**config.mk**
```make
export PLATFORM = sky130hd
export DESIGN_NAME = intr_dest_match
export DESIGN_NICKNAME = d
export VERILOG_FILES = /design/src/rtl/intr_match_pkg.sv /design/src/rtl/agent_match.sv /design/src/rtl/shorthand_sel.sv /design/src/rtl/lowest_pick.sv /design/src/rtl/intr_dest_match.sv
export SDC_FILE = /design/constraint.sdc
export NUM_CORES = 1
export LEC_CHECK = 0
export CORE_AREA = 8 8 145 147
export CTS_CLUSTER_SIZE = 40
export DETAILED_ROUTE_END_ITERATION = 8
export DIE_AREA = 0 0 153 155
export DONT_BUFFER_PORTS = 1
export PLACE_DENSITY = 0.48
export RECOVER_POWER = 50
export SYNTH_ARGS = -nofsm -noshare
export SYNTH_HDL_FRONTEND = slang
export SYNTH_SLANG_ARGS = --single-unit
export TNS_END_PERCENT = 30
```
**constraint.sdc**
```tcl
create_clock -name clk_i -period 0.8 [get_ports clk_i]
set_input_delay 0.16 -clock clk_i [delete_from_list [all_inputs] [get_ports clk_i]]
set_output_delay 0.16 -clock clk_i [all_outputs]
set_load 0.1 [all_outputs]
```
**src/rtl/intr_match_pkg.sv**
```systemverilog
package intr_match_pkg;
  typedef enum logic [1:0] {
    SH_DEST   = 2'd0,
    SH_SELF   = 2'd1,
    SH_ALL    = 2'd2,
    SH_OTHERS = 2'd3
  } shorthand_e;

  localparam int          MODEL_W       = 4;
  localparam logic [3:0]  MODEL_FLAT    = 4'hF;
  localparam logic [3:0]  MODEL_CLUSTER = 4'h0;
  localparam logic [2:0]  DM_LOWEST     = 3'd1;
endpackage

```
**src/rtl/agent_match.sv**
```systemverilog
module agent_match
  import intr_match_pkg::*;
#(
  parameter int ID_W = 8
) (
  input  logic [ID_W-1:0]    dest_i,
  input  logic               logical_i,
  input  logic [ID_W-1:0]    phys_id_i,
  input  logic [ID_W-1:0]    log_id_i,
  input  logic [MODEL_W-1:0] model_i,
  output logic               hit_o
);
  localparam int HALF = ID_W / 2;

  logic phys_hit, flat_hit, clus_hit;

  always_comb begin
    phys_hit = (dest_i == {ID_W{1'b1}}) || (dest_i == phys_id_i);
    flat_hit = (model_i == MODEL_FLAT) && ((dest_i & log_id_i) != '0);
    clus_hit = (model_i == MODEL_CLUSTER)
            && (dest_i[ID_W-1:HALF] == log_id_i[ID_W-1:HALF])
            && ((dest_i[HALF-1:0] & log_id_i[HALF-1:0]) != '0);
    hit_o    = logical_i ? (flat_hit | clus_hit) : phys_hit;
  end
endmodule

```
**src/rtl/shorthand_sel.sv**
```systemverilog
module shorthand_sel
  import intr_match_pkg::*;
#(
  parameter int N_AGENTS = 16,
  localparam int IDX_W   = $clog2(N_AGENTS)
) (
  input  logic [N_AGENTS-1:0] hit_i,
  input  logic [N_AGENTS-1:0] present_i,
  input  logic [1:0]          shorthand_i,
  input  logic [IDX_W-1:0]    sender_i,
  output logic [N_AGENTS-1:0] mask_o
);
  logic [N_AGENTS-1:0] self_vec;
  logic [N_AGENTS-1:0] raw;

  always_comb begin
    self_vec = '0;
    for (int i = 0; i < N_AGENTS; i++)
      self_vec[i] = (sender_i == IDX_W'(i));
    case (shorthand_e'(shorthand_i))
      SH_SELF:   raw = self_vec;
      SH_ALL:    raw = '1;
      SH_OTHERS: raw = ~self_vec;
      default:   raw = hit_i;
    endcase
    mask_o = raw & present_i;
  end
endmodule

```
**src/rtl/lowest_pick.sv**
```systemverilog
module lowest_pick #(
  parameter int N_AGENTS = 16
) (
  input  logic [N_AGENTS-1:0] mask_i,
  output logic [N_AGENTS-1:0] pick_o
);
  logic [N_AGENTS:0] seen;

  assign seen[0] = 1'b0;
  for (genvar g = 0; g < N_AGENTS; g++) begin : g_chain
    assign pick_o[g]   = mask_i[g] & ~seen[g];
    assign seen[g+1]   = seen[g] | mask_i[g];
  end
endmodule

```
**src/rtl/intr_dest_match.sv**
```systemverilog
module intr_dest_match
  import intr_match_pkg::*;
#(
  parameter int N_AGENTS = 16,
  parameter int ID_W     = 8,
  localparam int IDX_W   = $clog2(N_AGENTS)
) (
  input  logic                       clk_i,
  input  logic                       rst_ni,
  input  logic [ID_W-1:0]            dest_i,
  input  logic                       logical_i,
  input  logic [1:0]                 shorthand_i,
  input  logic [IDX_W-1:0]           sender_i,
  input  logic [2:0]                 dmode_i,
  input  logic [N_AGENTS-1:0]        present_i,
  input  logic [N_AGENTS*ID_W-1:0]   phys_id_i,
  input  logic [N_AGENTS*ID_W-1:0]   log_id_i,
  input  logic [N_AGENTS*MODEL_W-1:0] model_i,
  output logic [N_AGENTS-1:0]        target_mask_o,
  output logic [N_AGENTS-1:0]        single_o
);
  logic [N_AGENTS-1:0] hit;
  logic [N_AGENTS-1:0] mask_d;
  logic [N_AGENTS-1:0] pick;
  logic [N_AGENTS-1:0] single_d;

  for (genvar g = 0; g < N_AGENTS; g++) begin : g_agent
    agent_match #(.ID_W(ID_W)) u_match (
      .dest_i    (dest_i),
      .logical_i (logical_i),
      .phys_id_i (phys_id_i[g*ID_W +: ID_W]),
      .log_id_i  (log_id_i[g*ID_W +: ID_W]),
      .model_i   (model_i[g*MODEL_W +: MODEL_W]),
      .hit_o     (hit[g])
    );
  end

  shorthand_sel #(.N_AGENTS(N_AGENTS)) u_sel (
    .hit_i       (hit),
    .present_i   (present_i),
    .shorthand_i (shorthand_i),
    .sender_i    (sender_i),
    .mask_o      (mask_d)
  );

  lowest_pick #(.N_AGENTS(N_AGENTS)) u_pick (
    .mask_i (mask_d),
    .pick_o (pick)
  );

  assign single_d = (dmode_i == DM_LOWEST) ? pick : '0;

  always_ff @(posedge clk_i or negedge rst_ni) begin
    if (!rst_ni) begin
      target_mask_o <= '0;
      single_o      <= '0;
    end else begin
      target_mask_o <= mask_d;
      single_o      <= single_d;
    end
  end
endmodule

```
==> flow_metrics.env <==
export IMPL_status="finished, violations left"
export IMPL_violations="hold timing, setup timing"
export IMPL_syn_nets=975
export IMPL_yosysUniqueCellTypes=56
export IMPL_synthToLayoutAreaGrowth_pct=40.07
export IMPL_yosys_register_bits=32
export IMPL_postLayoutCellArea_sq_um=7159
export IMPL_worstPathMaxFanout=33
export IMPL_powerDensity_nw_per_um2=902.9
export IMPL_rows=51
export IMPL_vias=5020
export IMPL_cts_htree_levels=2
export IMPL_grt_pass1_vias=5630
export IMPL_numCtsBuffers=5
export IMPL_period_needed_ps=1924
export IMPL_die_y_microns=155
export IMPL_vias_per_cell=5.878
export IMPL_wl_per_cell_microns=28.19
export IMPL_die_w_microns=153
export IMPL_fmax_mhz=519.8
export IMPL_dieArea_sq_um=23720
export IMPL_dp_hpwl_microns=19760
export IMPL_numPortBuffers=0
export IMPL_drive_above_1_share_pct=31.71
export IMPL_tns_ps=-31760
export IMPL_initial_core_util_pct=26.97
export IMPL_maxSlewHeadroom_pct=70.00
export IMPL_syn_area_sq_um=5111
export IMPL_ant_nets=0
export IMPL_drv_cap=0
export IMPL_core_area_sq_um=18950
export IMPL_seq_area_frac_synth_pct=15.67
export IMPL_rsz0062_at_grt="true"
export IMPL_cts_buffer_depth=2
export IMPL_antenna_found_initial=1
export IMPL_finalCritPeriodShare_pct=240.5
export IMPL_setup_viol=64
export IMPL_async_flop_share_pct=100.0
export IMPL_initialDrtViolationCount=357
export IMPL_crit_arrival_ps=2080
export IMPL_synth_yosys_warnings=0
export IMPL_crit_slowest_cell="or4_4"
export IMPL_criticalPathCategory="input pin to flip-flop"
export IMPL_hold_violations=32
export IMPL_synthFlopType="dfrtp_1"
export IMPL_clk_pin_slew_ps=50
export IMPL_gp_congestion=0.8517
export IMPL_clock_sinks=32
export IMPL_routed_wl_microns=24080
export IMPL_synth_edf_count=0
export IMPL_crit_chain="ha_4 -> or4_4 -> a211oi_4 -> a211oi_4 -> a2111oi_4 -> nor4_4 -> buf_4 -> nor3b_2"
export IMPL_whs_ps=-416.4
export IMPL_start_kind="input pin"
export IMPL_grt_max_degree=34
export IMPL_postSynthCellCount=555
export IMPL_peakVddDrop_mv=0.6926
export IMPL_syn_avg_cell_area_sq_um=9.209
export IMPL_crit_top_cell="a211oi_4"
export IMPL_grt_pass1_wl_microns=35020
export IMPL_final_max_slew_viol_count=0
export IMPL_firstDrtPassIters=5
export IMPL_hp_class="input pin to async pin"
export IMPL_overflow=0
export IMPL_root_buffer="clkbuf_16"
export IMPL_cts_tree="done"
export IMPL_post_dp_cell_area_sq_um=6374
export IMPL_grt_total_usage_pct=19.01
export IMPL_crit_path_max_incr_delay_ps=520
export IMPL_io_pin_count=388
export IMPL_final_nets=1035
export IMPL_remaining_drc_errors=0
export IMPL_leakagePower_uw=0.002696
export IMPL_cp_required_ps=960
export IMPL_final_util_pct=37.78
export IMPL_setup_ws_ps=-1124
export IMPL_worstMarginPinSlew_ps=445.9
export IMPL_end_kind="flip-flop"
cell families (layout without fill, tap and decap cells):
logic type	after synthesis	count (layout)	synth area share, %
buffers and inverters	45	104	6.634
AND/OR/NAND/NOR	163	163	21.71
flip-flops	32	32	15.67
adder cells (fa/ha/maj)	64	64	15.67
AO/OA/AOI/OAI	107	108	15.64
other	0	1	0
XOR/XNOR	144	144	24.68
layout make-up:
type / count / area, sq um
Fill cell: 1819 / 11790
Inverter: 11 / 46.29
Timing Repair Buffer: 86 / 1095
Multi-Input combinational cell: 479 / 4783
Antenna cell: 1 / 2.502
Tap cell: 238 / 297.8
Sequential cell: 32 / 800.8
Clock inverter: 1 / 5.005
Clock buffer: 6 / 128.9
cell usage in the layout (no fill, tap or decap), types with 4 or more instances in the layout:
cell type,count
o21ai_4,5
ha_1,39
xnor2_1,15
clkbuf_16,5
nand4_1,14
a2111oi_4,5
nor3b_1,4
or4_1,12
o21ai_1,4
o21ai_0,6
a211oi_4,7
nand2_1,13
inv_1,8
nand4b_1,4
ha_4,21
nor4_1,50
or4_4,11
nor4bb_1,4
xor2_1,129
nor4_4,6
a22oi_1,26
a21oi_2,4
nor4_2,4
buf_12,35
and4_1,8
nand3_1,4
a21oi_1,15
buf_4,48
ha_2,4
dfrtp_1,32
o211ai_1,5
per-stage QoR:
| stage | worst slack (ps) | total power [uW] | instances |
|---|---|---|---|
| floorplan | -1134 | 3893 | 555 |
| global placement | -1672 | 4418 | 838 |
| detailed placement | -1710 | 4485 | 838 |
| CTS | -1099 | 6424 | 852 |
| global route | -1171 | 6876 | 854 |
| finish | -1124 | 6464 | 854 |
report_power, final:
group / total [uW] / internal, uW / switching (uW)
combinational: 3020 / 1430 / 1580
clock: 1700 / 1120 / 573
sequential: 1750 / 1690 / 58.6
registers in the layout, indices dropped and copies added (netlist names):
register	cells
single_o	16
target_mask_o	16
critical path: cells and delay by family:
kind / cells / cell delay (ps)
AOI/OAI and AO/OA: 3 / 780
and+or+nand+nor: 3 / 740
adders and majority gates: 1 / 230
buffers and inverters: 1 / 150
synthesized netlist by cell type, types with 6 or more instances:
master    number  area share, %
xor2_1       129             22
ha_1          64             16
nor4_1        57            7.0
dfrtp_1       32             16
a22oi_1       26            3.8
or4_1         23            3.4
a21oi_1       21            2.1
xnor2_1       15            2.6
nand2_1       14            1.0
nand4_1       14            1.7
o21ai_0       14            1.4
a211oi_1      10            1.5
inv_1         10           0.73
and4_1         8            1.4
buf_2          8           0.78
buf_6          8            1.8
buf_8          7            2.1
nor3b_1        7            1.0
clkbuf_1       6           0.44
nor3_1         6           0.59
final timing paths:
path	startpoint	endpoint	slack, ps	cells past startpoint
max	dest_i[4]	single_o[11]	-1120	8
min	rst_ni	target_mask_o[13]	-420	0
max in group asynchronous	rst_ni	single_o[2]	1140	0
min in group clk_i	shorthand_i[0]	single_o[10]	130	3
per-layer routing:
metal / wire [microns] / track usage [%] / up-vias / part of all wire [%]
met5: 0 / 0 / - / 0
met4: 559 / 6.032 / 0 / 2.3
met3: 1953 / 5.326 / 36 / 8.1
met2: 12200 / 33.11 / 268 / 51
met1: 9369 / 22.26 / 2457 / 39
li1: - / - / 2259 / -
repair_timing:
| action | in CTS | in global routing |
|---|---|---|
| setup buffers | 10 | 3 |
| setup endpoints to repair | 64 | 64 |
| resized for setup | 65 | 33 |
| pin swaps | 43 | 34 |
| gates cloned | 1 | 0 |
| hold endpoints to repair | 32 | 32 |
(Power assumes the default switching activity.)
